<file path="config.mk">
export PLATFORM = sky130hd
export DESIGN_NAME = gap_monitor
export DESIGN_NICKNAME = d
export VERILOG_FILES = /design/src/rtl/gm_pkg.sv /design/src/rtl/gm_reg_snoop.sv /design/src/rtl/gm_gap_tracker.sv /design/src/rtl/gap_monitor.sv
export SDC_FILE = /design/constraint.sdc
export NUM_CORES = 1
export LEC_CHECK = 0
export CAP_MARGIN = 15
export CORE_UTILIZATION = 70
export CTS_BUF_LIST = sky130_fd_sc_hd__clkbuf_2 sky130_fd_sc_hd__clkbuf_4 sky130_fd_sc_hd__clkbuf_8
export CTS_CLUSTER_SIZE = 14
export DETAILED_ROUTE_END_ITERATION = 6
export DONT_BUFFER_PORTS = 1
export PLACE_DENSITY = 0.86
export SYNTH_ARGS = -nofsm -noshare
export SYNTH_HDL_FRONTEND = slang
export SYNTH_SLANG_ARGS = --single-unit
</file>
<file path="constraint.sdc">
create_clock -name clk -period 12.15 [get_ports clk]
set_input_delay 3.0375 -clock clk [delete_from_list [all_inputs] [get_ports clk]]
set_output_delay 3.0375 -clock clk [all_outputs]
set_load 0.03 [all_outputs]
</file>
<file path="src/rtl/gm_pkg.sv">
package gm_pkg;
    // which snooped register a write targets
    typedef enum logic [2:0] {
        TGT_NONE,
        TGT_DLY,
        TGT_DIV,
        TGT_CSET,
        TGT_CCLR
    } reg_tgt_e;
endpackage

</file>
<file path="src/rtl/gm_reg_snoop.sv">
module gm_reg_snoop #(
    parameter int ADDR_W = 8,
    parameter int DATA_W = 8,
    parameter int FLD_W = 8,
    parameter logic [ADDR_W-1:0] DLY_ADDR = 'h04,
    parameter logic [ADDR_W-1:0] DIV_ADDR = 'h08,
    parameter logic [ADDR_W-1:0] CSET_ADDR = 'h0C,
    parameter logic [ADDR_W-1:0] CCLR_ADDR = 'h10,
    localparam int REQ_W = 2 * FLD_W + 1
) (
    input  logic              clk,
    input  logic              rst_n,
    input  logic [ADDR_W-1:0] reg_addr,
    input  logic              reg_wr,
    input  logic [DATA_W-1:0] reg_wdata,
    output logic [REQ_W-1:0]  req_len_o,
    output logic              cfg_hit_o
);
    import gm_pkg::*;

    typedef struct packed {
        logic [FLD_W-1:0] dly;
        logic [FLD_W-1:0] div;
    } snoop_st_t;

    snoop_st_t st_d, st_q;
    reg_tgt_e  tgt;

    always_comb begin
        tgt = TGT_NONE;
        if (reg_wr) begin
            if (reg_addr == DLY_ADDR)       tgt = TGT_DLY;
            else if (reg_addr == DIV_ADDR)  tgt = TGT_DIV;
            else if (reg_addr == CSET_ADDR) tgt = TGT_CSET;
            else if (reg_addr == CCLR_ADDR) tgt = TGT_CCLR;
        end
    end

    always_comb begin
        st_d = st_q;
        case (tgt)
            TGT_DLY: st_d.dly = reg_wdata[FLD_W-1:0];
            TGT_DIV: st_d.div = reg_wdata[FLD_W-1:0];
            default: ;
        endcase
        cfg_hit_o = (tgt == TGT_DLY) || (tgt == TGT_DIV) || (tgt == TGT_CSET);
        req_len_o = REQ_W'(st_q.div) * (REQ_W'(st_q.dly) + REQ_W'(1));
    end

    always_ff @(posedge clk) begin
        if (!rst_n) begin
            st_q.dly <= '0;
            st_q.div <= FLD_W'(1);
        end else begin
            st_q <= st_d;
        end
    end
endmodule

</file>
<file path="src/rtl/gm_gap_tracker.sv">
module gm_gap_tracker #(
    parameter int REQ_W = 17
) (
    input  logic             clk,
    input  logic             rst_n,
    input  logic             valid,
    input  logic             cfg_hit,
    input  logic [REQ_W-1:0] req_len,
    output logic             rise_o,
    output logic             waived_o,
    output logic             short_o
);
    localparam logic [REQ_W-1:0] CNT_MAX = '1;

    typedef struct packed {
        logic             prev;
        logic             in_gap;
        logic             waived;
        logic [REQ_W-1:0] cnt;
    } trk_st_t;

    trk_st_t st_d, st_q;
    logic    fall, rise;

    always_comb begin
        fall = !valid && st_q.prev;
        rise = valid && !st_q.prev;
        st_d = st_q;
        st_d.prev = valid;
        if (fall) begin
            st_d.in_gap = 1'b1;
            st_d.cnt    = REQ_W'(1);
            st_d.waived = cfg_hit;
        end else if (!valid && st_q.in_gap) begin
            if (st_q.cnt != CNT_MAX) st_d.cnt = st_q.cnt + REQ_W'(1);
            st_d.waived = st_q.waived || cfg_hit;
        end else if (rise) begin
            st_d.in_gap = 1'b0;
            st_d.waived = 1'b0;
        end
        rise_o   = rise;
        waived_o = st_q.waived;
        short_o  = rise && st_q.in_gap && !st_q.waived && (st_q.cnt < req_len);
    end

    always_ff @(posedge clk) begin
        if (!rst_n) st_q <= '0;
        else        st_q <= st_d;
    end
endmodule

</file>
<file path="src/rtl/gap_monitor.sv">
module gap_monitor #(
    parameter int ADDR_W = 8,
    parameter int DATA_W = 8,
    parameter int FLD_W = 8,
    parameter logic [ADDR_W-1:0] DLY_ADDR = 'h04,
    parameter logic [ADDR_W-1:0] DIV_ADDR = 'h08,
    parameter logic [ADDR_W-1:0] CSET_ADDR = 'h0C,
    parameter logic [ADDR_W-1:0] CCLR_ADDR = 'h10
) (
    input  logic              clk,
    input  logic              rst_n,
    input  logic [ADDR_W-1:0] reg_addr,
    input  logic              reg_wr,
    input  logic [DATA_W-1:0] reg_wdata,
    input  logic              tx_valid,
    output logic              gap_ok,
    output logic              gap_violation
);
    localparam int REQ_W = 2 * FLD_W + 1;

    logic [REQ_W-1:0] req_len;
    logic             cfg_hit;
    logic             gap_rise;
    logic             gap_waived;
    logic             gap_short;
    logic             viol_d, viol_q;

    gm_reg_snoop #(
        .ADDR_W(ADDR_W), .DATA_W(DATA_W), .FLD_W(FLD_W),
        .DLY_ADDR(DLY_ADDR), .DIV_ADDR(DIV_ADDR),
        .CSET_ADDR(CSET_ADDR), .CCLR_ADDR(CCLR_ADDR)
    ) u_snoop (
        .clk(clk), .rst_n(rst_n),
        .reg_addr(reg_addr), .reg_wr(reg_wr), .reg_wdata(reg_wdata),
        .req_len_o(req_len), .cfg_hit_o(cfg_hit)
    );

    gm_gap_tracker #(.REQ_W(REQ_W)) u_track (
        .clk(clk), .rst_n(rst_n),
        .valid(tx_valid), .cfg_hit(cfg_hit), .req_len(req_len),
        .rise_o(gap_rise), .waived_o(gap_waived), .short_o(gap_short)
    );

    always_comb begin
        viol_d        = viol_q || gap_short;
        gap_ok        = !gap_short;
        gap_violation = viol_q;
    end

    always_ff @(posedge clk) begin
        if (!rst_n) viol_q <= 1'b0;
        else        viol_q <= viol_d;
    end
endmodule

</file>
* Word-level counts from Yosys, hierarchy flattened *
Index checks and enable logic that the tools add are counted.

cells by class
  multipliers = 1
  bitwise logic cells = 1
  order comparisons = 1
  equal/unequal tests = 9
  muxes and demuxes = 11
  add/subtract/negate cells = 2
  reductions and logical operators = 22

operator list
  cell                     count
  $mux W17                 2
  $mux W19                 1
  $add A17 B1 Y17 const B  1
  $lt A17 B17 Y1           1
  $mul A8 B17 Y17          1
  $ne A17 B17 Y1 const B   1
  $eq A8 B4 Y1 const B     2
  $mux W3                  5
  $add A8 B1 Y9 const B    1
  $eq A8 B3 Y1 const B     1
  $eq A8 B5 Y1 const B     1
  $eq A3 B2 Y1 const B     2
  $logic_and A1 B1 Y1      6
  $reduce_and A2 Y1        3
  $reduce_bool A2 Y1       3
  $logic_not A1 Y1         4
  $logic_or A1 B1 Y1       4
  $eq A3 B1 Y1 const B     1
  $reduce_bool A3 Y1       1
  $mux W1                  2
  $mux W2                  1
  $ne A2 B1 Y1 const B     1
  $reduce_or A2 Y1         1
  $not A1 Y1               1

word-level totals
  output and inout port bits = 2
  bits of input ports = 20
  word-level logic and storage cells = 55
  register bits = 37

* Logic depth before layout (Yosys ltp) *
Gate-level depths: netlist of the first run.

  depth after elaboration = 12
  mapped depth = 24
  mapped depth without buffers = 23

* Cells and area by module *
From an unflattened synthesis of the first run, not the netlist that was laid out.

second synthesis, totals
  cell total of the unflattened synthesis = 533
  area, all modules = 4551.9 um^2

modules (own cells, without submodules)
  module          area each (um^2)  cells each  instances  seq. area each (um^2)
  gm_reg_snoop    3210.6            365         1          320.3
  gm_gap_tracker  1310.0            165         1          400.4
  gap_monitor     31.3              3           1          20.0

* Worst setup path before layout of the first run *
Ideal clock, no wire load.

  path type = reg-to-output
  from = register u_snoop.st_q[8] (netlist name)
  to = output port gap_ok
  path buffers = 1
  setup slack = 3.003 ns
  stages on the path, launching flop included = 24
  data arrival time = 6.110 ns
  required time = 9.112 ns
  cell sequence = dfxtp_1 clkbuf_1 and3_1 nand3_1 xor2_1 nand2b_1 fa_1 fa_1 inv_1 fa_1 inv_1 fa_1 inv_1 ha_1 o21a_1 o21ai_0 o31ai_2 a31oi_1 xor2_1 ha_1 a21o_1 a21o_1 a2111oi_0 o21ai_0

between the ends
  cells in the longest elaborated chain, start to end = 5

ends and longest elaborated chain
  item                    line                  RTL
  start, declared         gm_reg_snoop.sv:26    snoop_st_t st_d, st_q;
  start signal, assigned  gm_reg_snoop.sv:55    st_q <= st_d;
  $add A8 B1 Y9           gm_reg_snoop.sv:47    req_len_o = REQ_W'(st_q.div) * (REQ_W'(st_q.dly) + REQ_W'(1));
  $mul A8 B17 Y17         gm_reg_snoop.sv:47
  $lt A17 B17 Y1          gm_gap_tracker.sv:43  short_o = rise && st_q.in_gap && !st_q.waived && (st_q.cnt < req_len);
  $logic_and A1 B1 Y1     gm_gap_tracker.sv:43
  $logic_not A1 Y1        gap_monitor.sv:46     gap_ok = !gap_short;
  end, declared           gap_monitor.sv:16     output logic gap_ok,

Every way passes these cells.

* Final worst setup path of the first run *
Ends and elaborated chain as after synthesis.

==> run summary, run 1 <==
RR Startpoint - u_snoop.st_q[8]
Clock network fraction of total power - 0.473
Post-CTS Setup Bufs - 0
CTS Buf Count - 5
WL met1 - 3.77 mm
R2r worst-path depth - 23
RSZ-0062 raised after global routing - false
Clk slew on worst S/H paths - 0.08 ns
Top post-synthesis cells by area - fa_1 19%, dfxtp_1 17%, ha_1 16%, nor2b_1 7.9%, inv_1 5.1%
Die ar. - 0.00668 mm^2
Largest family of logic cells by synthesized area - adder cells
Max-cap viol count - 0
Complex-gate fraction of the synthesized area - 0.103
Fin nets - 609
Worst hold path class - reg2reg
HP Start - u_track.st_q[18]
Async SR Flop Fraction - 0
Cts repair resizes - 0
Syn Area/Cell - 9.01 um^2
Rows - 28
Congestion Overflow GR - 0
CP max FO - 12
1st-iter DRT viols - 174
Fin crit share - 0.846
PD cells - 53.2 mW/mm^2
Final Max Slew Viols - 0
Syn nets - 614
Hold Crit Depth - 2
Mux cell area share after synthesis - 0.0405
Slew at the pin closest to its max-slew limit - 0.923 ns
Seq pwr share - 0.500
GP Congestion - 0.871
Initial Utilization - 0.739
First-pass GRT wire length - 14.9 mm
Htree depth - 2
P&R area growth vs syn - 3.77%
Most frequent cells in the layout - 60 x inv_1, 58 x ha_1, 56 x nor2b_1, 42 x fa_1, 37 x dfxtp_1
Diodes inserted - 0
Die Ht - 81.7 um
Clock Latency Late Sink - 0.30 ns
Post-DP HPWL - 7.05 mm
Yosys reg bits - 37
Ys Warns - 0
Setup TNS - 0 ns
Primary FF master, synth - dfxtp_1
Setup Skew - 0.00441 ns
Simple-gate area share of the yosys netlist - 0.222
Root buffer cell - clkbuf_8
Yosys top cell area share - 0.189
Switching Share - 0.209
Adder and majority gate portion of the synthesized area - 0.352
Synth area leader - fa_1
Die width - 81.7 um
Switch Pwr - 0.0000514 W
IO Pins - 22
Avg WL per Cell - 15.7 um
Fin. Hold Viols - 0
Post-layout power - 0.000246 W
Count of hold-fix buffers inserted at cts - 0
Lkg Pwr - 2.37 nW
Largest net degree at the start of global routing - 23
Clock buffer depth - 2
Worst Setup Start Kind - flip-flop
Vias - 3,353
CP arrival - 7.25 ns
Hold Path Sink - u_track.st_q[18]
CP Class - reg2out
Pre-antenna DRT Iters - 4
Drt drc - 0
Worst r2r dst - gap_violation
CTS tree - yes
Internal power - 0.000194 W
Comb pwr share - 0.027
R2r setup slk - 5.39 ns
Xor and xnor area share after synthesis - 0.0551
Fin crit period - 10.28 ns
Highest routed layer - met4
Syn Inst Count - 494
Core ar. - 0.00603 mm^2
Peak Freq - 0.0972 GHz
Worst Setup SP - u_snoop.st_q[8]
Routed WL - 8.85 mm
Status - complete, no violations
Post-synth EDFFs - 0
Port bufs - 0
Seq/Total Area, Yosys - 0.166
Antenna-violating nets left - 0
Met3 WL - 433 um
Layout cells sized above 1 - 0.0286
Vias in the first global route - 3,306
Yosys cell types - 47
# setup viols final - 0
WL met2 - 4.40 mm
Initial antenna violation count - 0
CTS sink count - 37
Global Route Usage Sum - 0.295
Vias per cell - 5.93
Critical Path Sink Type - output pin
Peak supply drop - 0.0000657 V
Most common cell after layout, fill and taps aside - inv_1
Slew headroom - 0.378
Mapped Area - 0.00445 mm^2
CP required - 9.11 ns
-- kinds of logic (layout without fill, tap and decap cells) --
| family | after synthesis | in the layout |
|---|---|---|
| AND/OR/NAND/NOR | 175 | 175 |
| adder cells (fa/ha/maj) | 100 | 100 |
| buffers and inverters | 72 | 68 |
| AO/OA/AOI/OAI | 64 | 64 |
| flip-flops | 37 | 37 |
| XOR/XNOR | 28 | 28 |
| multiplexers | 18 | 18 |
-- through the flow --
stage | setup slack, ns | std cells | util | hold WS [ns] | area, um^2
after global routing | 1.39 | 565 | 0.767 | 0.545 | 4620
final | 1.87 | 565 | 0.767 | 0.512 | 4620
after CTS | 1.88 | 565 | 0.767 | 0.515 | 4620
after floorplan | 3.00 | 494 | - | 0.471 | 4450
after global placement | 2.58 | 557 | 0.747 | 0.495 | 4500
after detailed placement | 2.23 | 557 | 0.747 | 0.503 | 4500
-- worst max path at each step --
stage	endpoint	slack [ns]	depth (start not counted)
after CTS	gap_ok	1.88	22
after global placement	gap_ok	2.58	22
after floorplan	gap_ok	3.00	23
after global routing	gap_ok	1.39	21
after detailed placement	gap_ok	2.23	22
final	gap_ok	1.87	22
-- cell usage after synthesis (3+ instances only) --
cell,instances
or3_1,4
o21a_1,8
nand3_1,9
a21o_1,10
o21ai_0,12
mux2i_1,18
fa_1,42
nand2_1,22
nand2b_1,12
and2_1,22
inv_1,60
a21oi_1,13
xnor2_1,11
dfxtp_1,37
ha_1,58
xor2_1,17
a211o_1,3
nand4_1,6
clkbuf_1,11
nor2_1,27
and3_1,6
nor2b_1,56
-- power by group through the flow --
stage,clock (W),combinational (W),sequential [W]
global placement,0,0.00000645,0.000126
CTS,0.000118,0.00000663,0.000123
global route,0.000120,0.00000731,0.000123
finish,0.000116,0.00000658,0.000123
detailed placement,0,0.00000660,0.000126
floorplan,0,0.00000613,0.000125
-- final cells by class --
type / count / area [um^2]
Multi-Input combinational cell: 385 / 3440
Clock inverter: 1 / 30.0
Sequential cell: 37 / 741
Clock buffer: 7 / 90.1
Inverter: 60 / 225
Tap cell: 75 / 93.8
Fill cell: 422 / 1410
-- worst max-delay path: stages, from the launching register on --
cell	delay (ns)
dfxtp_1	0.57
ha_1	0.27
nand3_1	0.13
xor2_1	0.57
nand2b_1	0.22
fa_1	0.44
fa_1	0.49
inv_1	0.05
fa_1	0.53
inv_1	0.05
fa_1	0.53
inv_1	0.04
ha_1	0.33
o21a_1	0.18
o21ai_0	0.26
o31ai_2	0.15
a31oi_1	0.22
xor2_1	0.17
ha_1	0.26
a21o_1	0.16
a21o_1	0.17
a2111oi_0	0.61
o21ai_0	0.55
-- registers in the layout, summed over array words and instances (netlist names) --
| name | count |
|---|---|
| gap_violation | 1 |
| u_snoop.st_q | 16 |
| u_track.st_q | 19 |
| u_track.waived_o | 1 |
-- routing by layer --
metal  up-vias  track usage
met5         -            0
li1       1618            -
met3        22       0.0389
met1      1629        0.376
met2        84        0.502
met4         0        0.118
No activity file was read; power rests on OpenSTA's default activity.
==> inputs of run 2 (changes only) <==
--- a/config.mk
+++ b/config.mk
@@ -6,12 +6,12 @@
 export NUM_CORES = 1
 export LEC_CHECK = 0
 export CAP_MARGIN = 15
-export CORE_UTILIZATION = 70
+export CORE_UTILIZATION = 61
 export CTS_BUF_LIST = sky130_fd_sc_hd__clkbuf_2 sky130_fd_sc_hd__clkbuf_4 sky130_fd_sc_hd__clkbuf_8
 export CTS_CLUSTER_SIZE = 14
 export DETAILED_ROUTE_END_ITERATION = 6
 export DONT_BUFFER_PORTS = 1
-export PLACE_DENSITY = 0.86
+export PLACE_DENSITY = 0.8
 export SYNTH_ARGS = -nofsm -noshare
 export SYNTH_HDL_FRONTEND = slang
 export SYNTH_SLANG_ARGS = --single-unit
==> constraint.sdc (replaced) <==
create_clock -name clk -period 9.3 [get_ports clk]
set_input_delay 2.325 -clock clk [delete_from_list [all_inputs] [get_ports clk]]
set_output_delay 2.325 -clock clk [all_outputs]
set_load 0.03 [all_outputs]
==> run summary, run 2 (synthesis gave the netlist of run 1 again) <==
Max FFs per register - 19 (unchanged)
Die ar. - 0.00764 mm^2 (+14%)
Layout cells sized above 1 - 0.0526 (+0.0241)
Most used cell along the critical path - fa_1
Worst r2r dst - gap_violation
Rows - 30 (+7.1%)
Max-cap viol count - 0 (unchanged)
Hold Slack - 0.518 ns (+0.00613 ns)
Global Route Usage Sum - 0.246 (-0.0488)
Clock Latency Late Sink - 0.29 ns (about the same)
# setup viols final - 0 (unchanged)
CP max FO - 12 (unchanged)
CP required - 6.98 ns (-2.13 ns)
Status - complete, no violations
Most common cell after layout, fill and taps aside - inv_1
FILL cells - 560 (+33%)
Switching Share - 0.208 (-0.00137)
Post-layout power - 0.000343 W (+40%)
CP Class - reg2out
CP peak stage delay - 0.57 ns (-0.04 ns)
Root buffer cell - clkbuf_8
Final Max Slew Viols - 0 (unchanged)
Fin area - 0.00475 mm^2 (+2.9%)
Worst Path Buf+Inv - 3 (unchanged)
Critical Path Sink Type - output pin
Placed inst area - 0.00453 mm^2 (+0.75%)
GP Congestion - 0.855 (-1.9%)
Worst Setup SP - u_snoop.st_q[8]
Worst path depth - 23 (+4.5%)
CTS sink count - 37 (unchanged)
Clock buffer depth - 2 (unchanged)
Pre-antenna DRT Iters - 4 (unchanged)
Fin. Hold Viols - 0 (unchanged)
RR Startpoint - u_snoop.st_q[8]
Post-Route Utilization - 0.688 (-0.0786)
Largest regs - u_track.st_q x19, u_snoop.st_q x16
Initial Utilization - 0.645 (-0.0942)
Met3 usage - 0.0408 (+0.00187)
Peak Freq - 0.111 GHz
P&R area growth vs syn - 6.75%
Comb pwr share - 0.027 (about the same)
Fin crit share - 0.966
Most flops, register - u_track.st_q
Avg WL per Cell - 14.9 um (-5.1%)
Clock network fraction of total power - 0.506 (+0.033)
Count of hold-fix buffers inserted at cts - 0 (unchanged)
Fin nets - 613 (+0.66%)
Peak supply drop - 0.0000596 V (-9.2%)
Crit path to - gap_ok
Vias in the first global route - 3,229 (-2.3%)
Fin crit period - 8.98 ns
Diodes inserted - 0 (unchanged)
CP arrival - 6.66 ns (-0.59 ns)
Most frequent cells in the layout - 60 x inv_1, 58 x ha_1, 56 x nor2b_1, 42 x fa_1, 36 x dfxtp_1
Slew at the pin closest to its max-slew limit - 0.704 ns (-0.219 ns)
Htree depth - 2 (unchanged)
Port bufs - 0 (unchanged)
Slew headroom - 0.529 (+0.151)
1st-iter DRT viols - 103 (-41%)
Clk slew on worst S/H paths - 0.08 ns (about the same)
R2r setup slk - 2.95 ns (-2.44 ns)
Seq pwr share - 0.467 (-0.033)
Switch Pwr - 0.0000712 W (+39%)
CTS Buf Count - 5 (unchanged)
Largest net degree at the start of global routing - 23 (unchanged)
Congestion Overflow GR - 0 (unchanged)
R2r worst-path depth - 23 (unchanged)
Core ar. - 0.00691 mm^2 (+15%)
Vias - 3,337 (-0.48%)
Most Crowded Layer GR - met2
Worst Setup Start Kind - flip-flop
Worst-path cell chain - ha_1 > nand3_1 > nor2_2 > xnor2_2 > nor2b_1 > fa_1 > fa_1 > fa_1 > inv_1 > fa_1 > inv_1 > ha_1 > o21a_1 > o21ai_0 > o31ai_2 > a31oi_1 > xor2_1 > ha_1 > a21o_1 > a21o_1 > a2111oi_2 > o21ai_0 > buf_4
Drt drc - 0 (unchanged)
Die Ht - 87.4 um (+7.0%)
Lkg Pwr - 2.41 nW (+1.5%)
FF+latch area - 744 um^2 (+0.51%)
Initial antenna violation count - 0 (unchanged)
CTS tree - yes
Met2 usage - 0.426 (-0.0763)
Internal power - 0.000272 W (+40%)
Antenna-violating nets left - 0 (unchanged)
Die width - 87.4 um (+7.0%)
CP delay by family, top - adder cells
Vias per cell - 5.66 (-4.7%)
IO Pins - 22 (unchanged)
Post-DP HPWL - 6.91 mm (-2.0%)
Setup Skew - 0.00330 ns (-0.00111 ns)
Worst hold path class - reg2reg
PD cells - 72.1 mW/mm^2 (+36%)
Multi-input gate area - 0.00349 mm^2 (+1.6%)
First-pass GRT wire length - 14.7 mm (-1.5%)
Slowest cell on crit path - fa_1
Met1 Use GR - 0.321 (-0.0550)
Routed WL - 8.77 mm (-0.94%)
-- run 2: cell count changes in the layout (fill, tap and decap cells not counted), sizes merged --
cell,before,now
buf,0,4
clkbuf,7,5
inv,60,61
bufinv,1,2
-- run 2: metrics by stage --
| stage | setup TNS [ns] | cells | worst slack (ns) |
|---|---|---|---|
| 6_report | 0 | 590 | 0.317 |
| 2_1_floorplan | 0 | 494 | 0.865 |
| 3_3_place_gp | 0 | 579 | 0.590 |
| 4_1_cts | 0 | 587 | 0.0623 |
| 5_1_grt | -0.0940 | 590 | -0.0940 |
| 3_5_place_dp | 0 | 579 | 0.384 |
-- run 2: power groups by stage --
| stage | Combinational [W] | Sequential (W) | Clock (W) |
|---|---|---|---|
| CTS | 0.00000881 | 0.000160 | 0.000175 |
| detailed placement | 0.00000874 | 0.000164 | 0 |
| global placement | 0.00000851 | 0.000164 | 0 |
| floorplan | 0.00000801 | 0.000164 | 0 |
| finish | 0.00000916 | 0.000160 | 0.000173 |
| global route | 0.00000995 | 0.000160 | 0.000185 |
-- run 2: layout make-up --
class	instances	area share
clock inverter	3	0.0145
inverter	60	0.0474
timing repair buffer	4	0.00632
tap	96	0.0253
clock buffer	5	0.0145
sequential	37	0.157
multi-input combinational	385	0.735
-- run 2: layer usage --
layer	part of all wire	vias to the layer above
li1	-	1628
met1	0.44	1623
met2	0.51	70
met3	0.039	16
met4	0.018	0
met5	0	-
-- run 2: worst min path at each step --
stage | from | end | slack (ns) | depth (start not counted)
2_1_floorplan | u_track.st_q[9] | u_track.st_q[9] | 0.47 | 2
3_3_place_gp | u_track.st_q[9] | u_track.st_q[9] | 0.49 | 2
3_5_place_dp | u_track.st_q[18] | u_track.st_q[18] | 0.51 | 2
4_1_cts | u_track.st_q[14] | u_track.st_q[14] | 0.52 | 2
5_1_grt | u_track.st_q[9] | u_track.st_q[9] | 0.54 | 2
6_report | u_track.st_q[18] | u_track.st_q[18] | 0.52 | 2
-- run 2: worst reg2reg max path, stage by stage, from the launching register on --
cell	delay, ns
dfxtp_4	0.42
ha_1	0.25
nand3_1	0.23
nor2_2	0.25
xnor2_2	0.24
nor2b_1	0.12
fa_1	0.51
fa_1	0.45
fa_1	0.57
inv_1	0.06
fa_1	0.53
inv_1	0.04
ha_1	0.33
o21a_1	0.13
o21ai_0	0.11
o31ai_2	0.40
a31oi_1	0.17
xor2_1	0.17
ha_1	0.30
a21o_1	0.16
a21o_1	0.18
a2111oi_2	0.40
o21a_1	0.16
o31a_1	0.11
-- run 2: what timing repair did --
item / in CTS / in global routing
endpoints found under the setup margin: 0 / 1
gates resized for setup: 0 / 11
buffers inserted: 0 / 3
==> inputs of run 3 (changes only) <==
==> constraint.sdc (replaced) <==
create_clock -name clk -period 7.6 [get_ports clk]
set_input_delay 1.9 -clock clk [delete_from_list [all_inputs] [get_ports clk]]
set_output_delay 1.9 -clock clk [all_outputs]
set_load 0.03 [all_outputs]
==> run summary, run 3 (synthesis gave the netlist of run 1 again) <==
Count of hold-fix buffers inserted at cts - 0 (unchanged)
Fin crit share - 1.03
RR Startpoint - u_snoop.st_q[8]
Htree depth - 2 (unchanged)
Hold Crit Depth - 2 (unchanged)
Highest routed layer - met4
Most flops, register - u_track.st_q
Critical Path Sink Type - output pin
Die width - 87.4 um (unchanged)
CTS sink count - 37 (unchanged)
Diodes inserted - 0 (unchanged)
Slew at the pin closest to its max-slew limit - 0.607 ns (-0.0970 ns)
HP Start - u_track.st_q[9]
Vias - 3,539 (+6.1%)
Peak supply drop - 0.0000693 V (+16%)
# setup viols final - 1 (+1)
GP Congestion - 0.819 (-4.2%)
Most frequent cells in the layout - 56 x inv_1, 52 x nor2b_1, 49 x ha_1, 39 x fa_1, 39 x buf_4
P&R area growth vs syn - 17.9%
Initial antenna violation count - 0 (unchanged)
Vias in the first global route - 3,827 (+19%)
Met3 WL - 364 um (+6.1%)
CTS tree - yes
Max-cap viol count - 0 (unchanged)
Fin. Hold Viols - 0 (unchanged)
Setup Skew - 0.0109 ns (+0.00764 ns)
Fin nets - 651 (+6.2%)
Core ar. - 0.00691 mm^2 (unchanged)
Clk slew on worst S/H paths - 0.08 ns (about the same)
Final Max Slew Viols - 0 (unchanged)
Peak Freq - 0.128 GHz
1st-iter DRT viols - 118 (+15%)
Root buffer cell - clkbuf_8
CP required - 5.70 ns (-1.28 ns)
Worst Setup SP - u_snoop.st_q[8]
Placed cell count - 610 (+5.4%)
Pre-antenna DRT Iters - 5 (+1)
IO Pins - 22 (unchanged)
Status - finished with violations
Global Route Usage Sum - 0.294 (+0.0478)
Slew headroom - 0.595 (+0.0663)
Port bufs - 0 (unchanged)
CP max FO - 4 (-8)
Antenna-violating nets left - 0 (unchanged)
Largest net degree at the start of global routing - 23 (unchanged)
R2r worst-path depth - 24 (+4.3%)
Max FFs per register - 19 (unchanged)
Post-DP HPWL - 7.59 mm (+9.9%)
WL met1 - 4.09 mm (+6.9%)
Congestion Overflow GR - 0 (unchanged)
Drt drc - 0 (unchanged)
Die ar. - 0.00764 mm^2 (unchanged)
Clock Latency Late Sink - 0.31 ns (+0.02 ns)
WL met2 - 5.35 mm (+20%)
Post-Layout Cell Count - 628 (+6.4%)
Worst Setup Start Kind - flip-flop
Fin crit period - 7.81 ns
CTS Buf Count - 5 (unchanged)
Lkg Pwr - 2.55 nW (+5.9%)
Layout cells sized above 1 - 0.194 (+0.141)
CP arrival - 5.91 ns (-0.75 ns)
Die Ht - 87.4 um (unchanged)
Worst hold path class - reg2reg
RSZ-0062 raised after global routing - true
Avg WL per Cell - 16.0 um (+7.4%)
Initial Utilization - 0.645 (unchanged)
PD cells - 68.0 mW/mm^2 (-5.7%)
Most common cell after layout, fill and taps aside - inv_1
Routed WL - 10.0 mm (+14%)
Clock buffer depth - 2 (unchanged)
Failing checks - negative setup slack
CP Class - reg2out
Vias per cell - 5.64 (-0.36%)
Post-Route Utilization - 0.760 (+0.0721)
Largest regs - u_track.st_q x19, u_snoop.st_q x16
Rows - 30 (unchanged)
Setup ws final - -0.212 ns (-0.529 ns)
First-pass GRT wire length - 17.3 mm (+18%)
==> run 3: worst max-delay path, stage by stage, from the launching register on <==
cell and delay, ns:
dfxtp_2 0.37, buf_6 0.12, and3_4 0.18, nand3_4 0.11
xor2_4 0.22, nand2b_4 0.16, fa_1 0.48, fa_1 0.53
inv_1 0.05, fa_1 0.47, inv_1 0.05, fa_1 0.49
inv_2 0.04, ha_4 0.25, o21a_1 0.13, o21ai_2 0.07
o31ai_2 0.31, a31oi_1 0.16, xor2_1 0.17, ha_1 0.33
a21o_1 0.16, a21o_1 0.17, a2111oi_4 0.39, o21ai_4 0.17
==> run 3: metal layers <==
metal  vias to the layer above  track usage
met4                         0       0.0894
met5                         -            0
met3                        23       0.0417
li1                       1707            -
met2                        79        0.548
met1                      1730        0.346
==> run 3: power by group <==
group / leakage, nW / switching, W / internal (W)
Sequential: 0.300 / 0.00000162 / 0.000195
Combinational: 2.21 / 0.00000619 / 0.00000649
Clock: 0.0445 / 0.0000830 / 0.0000651
==> run 3: timing repair <==
action	4_1_cts	5_1_grt
buffers inserted	10	0
endpoints found under the setup margin	1	1
gates resized for setup	56	2
gates cloned	0	0
pin swaps	38	1
==> run 3: final cells by class <==
cell class,instances,area [um^2]
Multi-Input combinational cell,385,3740
Timing Repair Buffer,42,327
Sequential cell,37,744
Fill cell,488,1660
Clock buffer,5,68.8
Clock inverter,3,21.3
Tap cell,96,120
Inverter,60,225
==> run 3: worst paths after layout <==
path / end / slack (ns)
max: gap_ok / -0.21
min: u_track.st_q[9] / 0.53
max reg2reg: gap_violation / 1.83
min reg2reg: u_track.st_q[9] / 0.53
==> run 3: metrics by stage <==
step                setup slack, ns  TNS [ns]  hold WS [ns]  total power (W)  cell area (um^2)
global route                 -0.414    -0.414         0.577         0.000366              5250
detailed placement           -0.203    -0.203         0.513         0.000212              4780
finish                       -0.212    -0.212         0.529         0.000357              5250
CTS                          -0.123    -0.123         0.524         0.000358              5240
global placement            -0.0411   -0.0411         0.492         0.000212              4780
floorplan                   0.00107         0         0.471         0.000210              4470
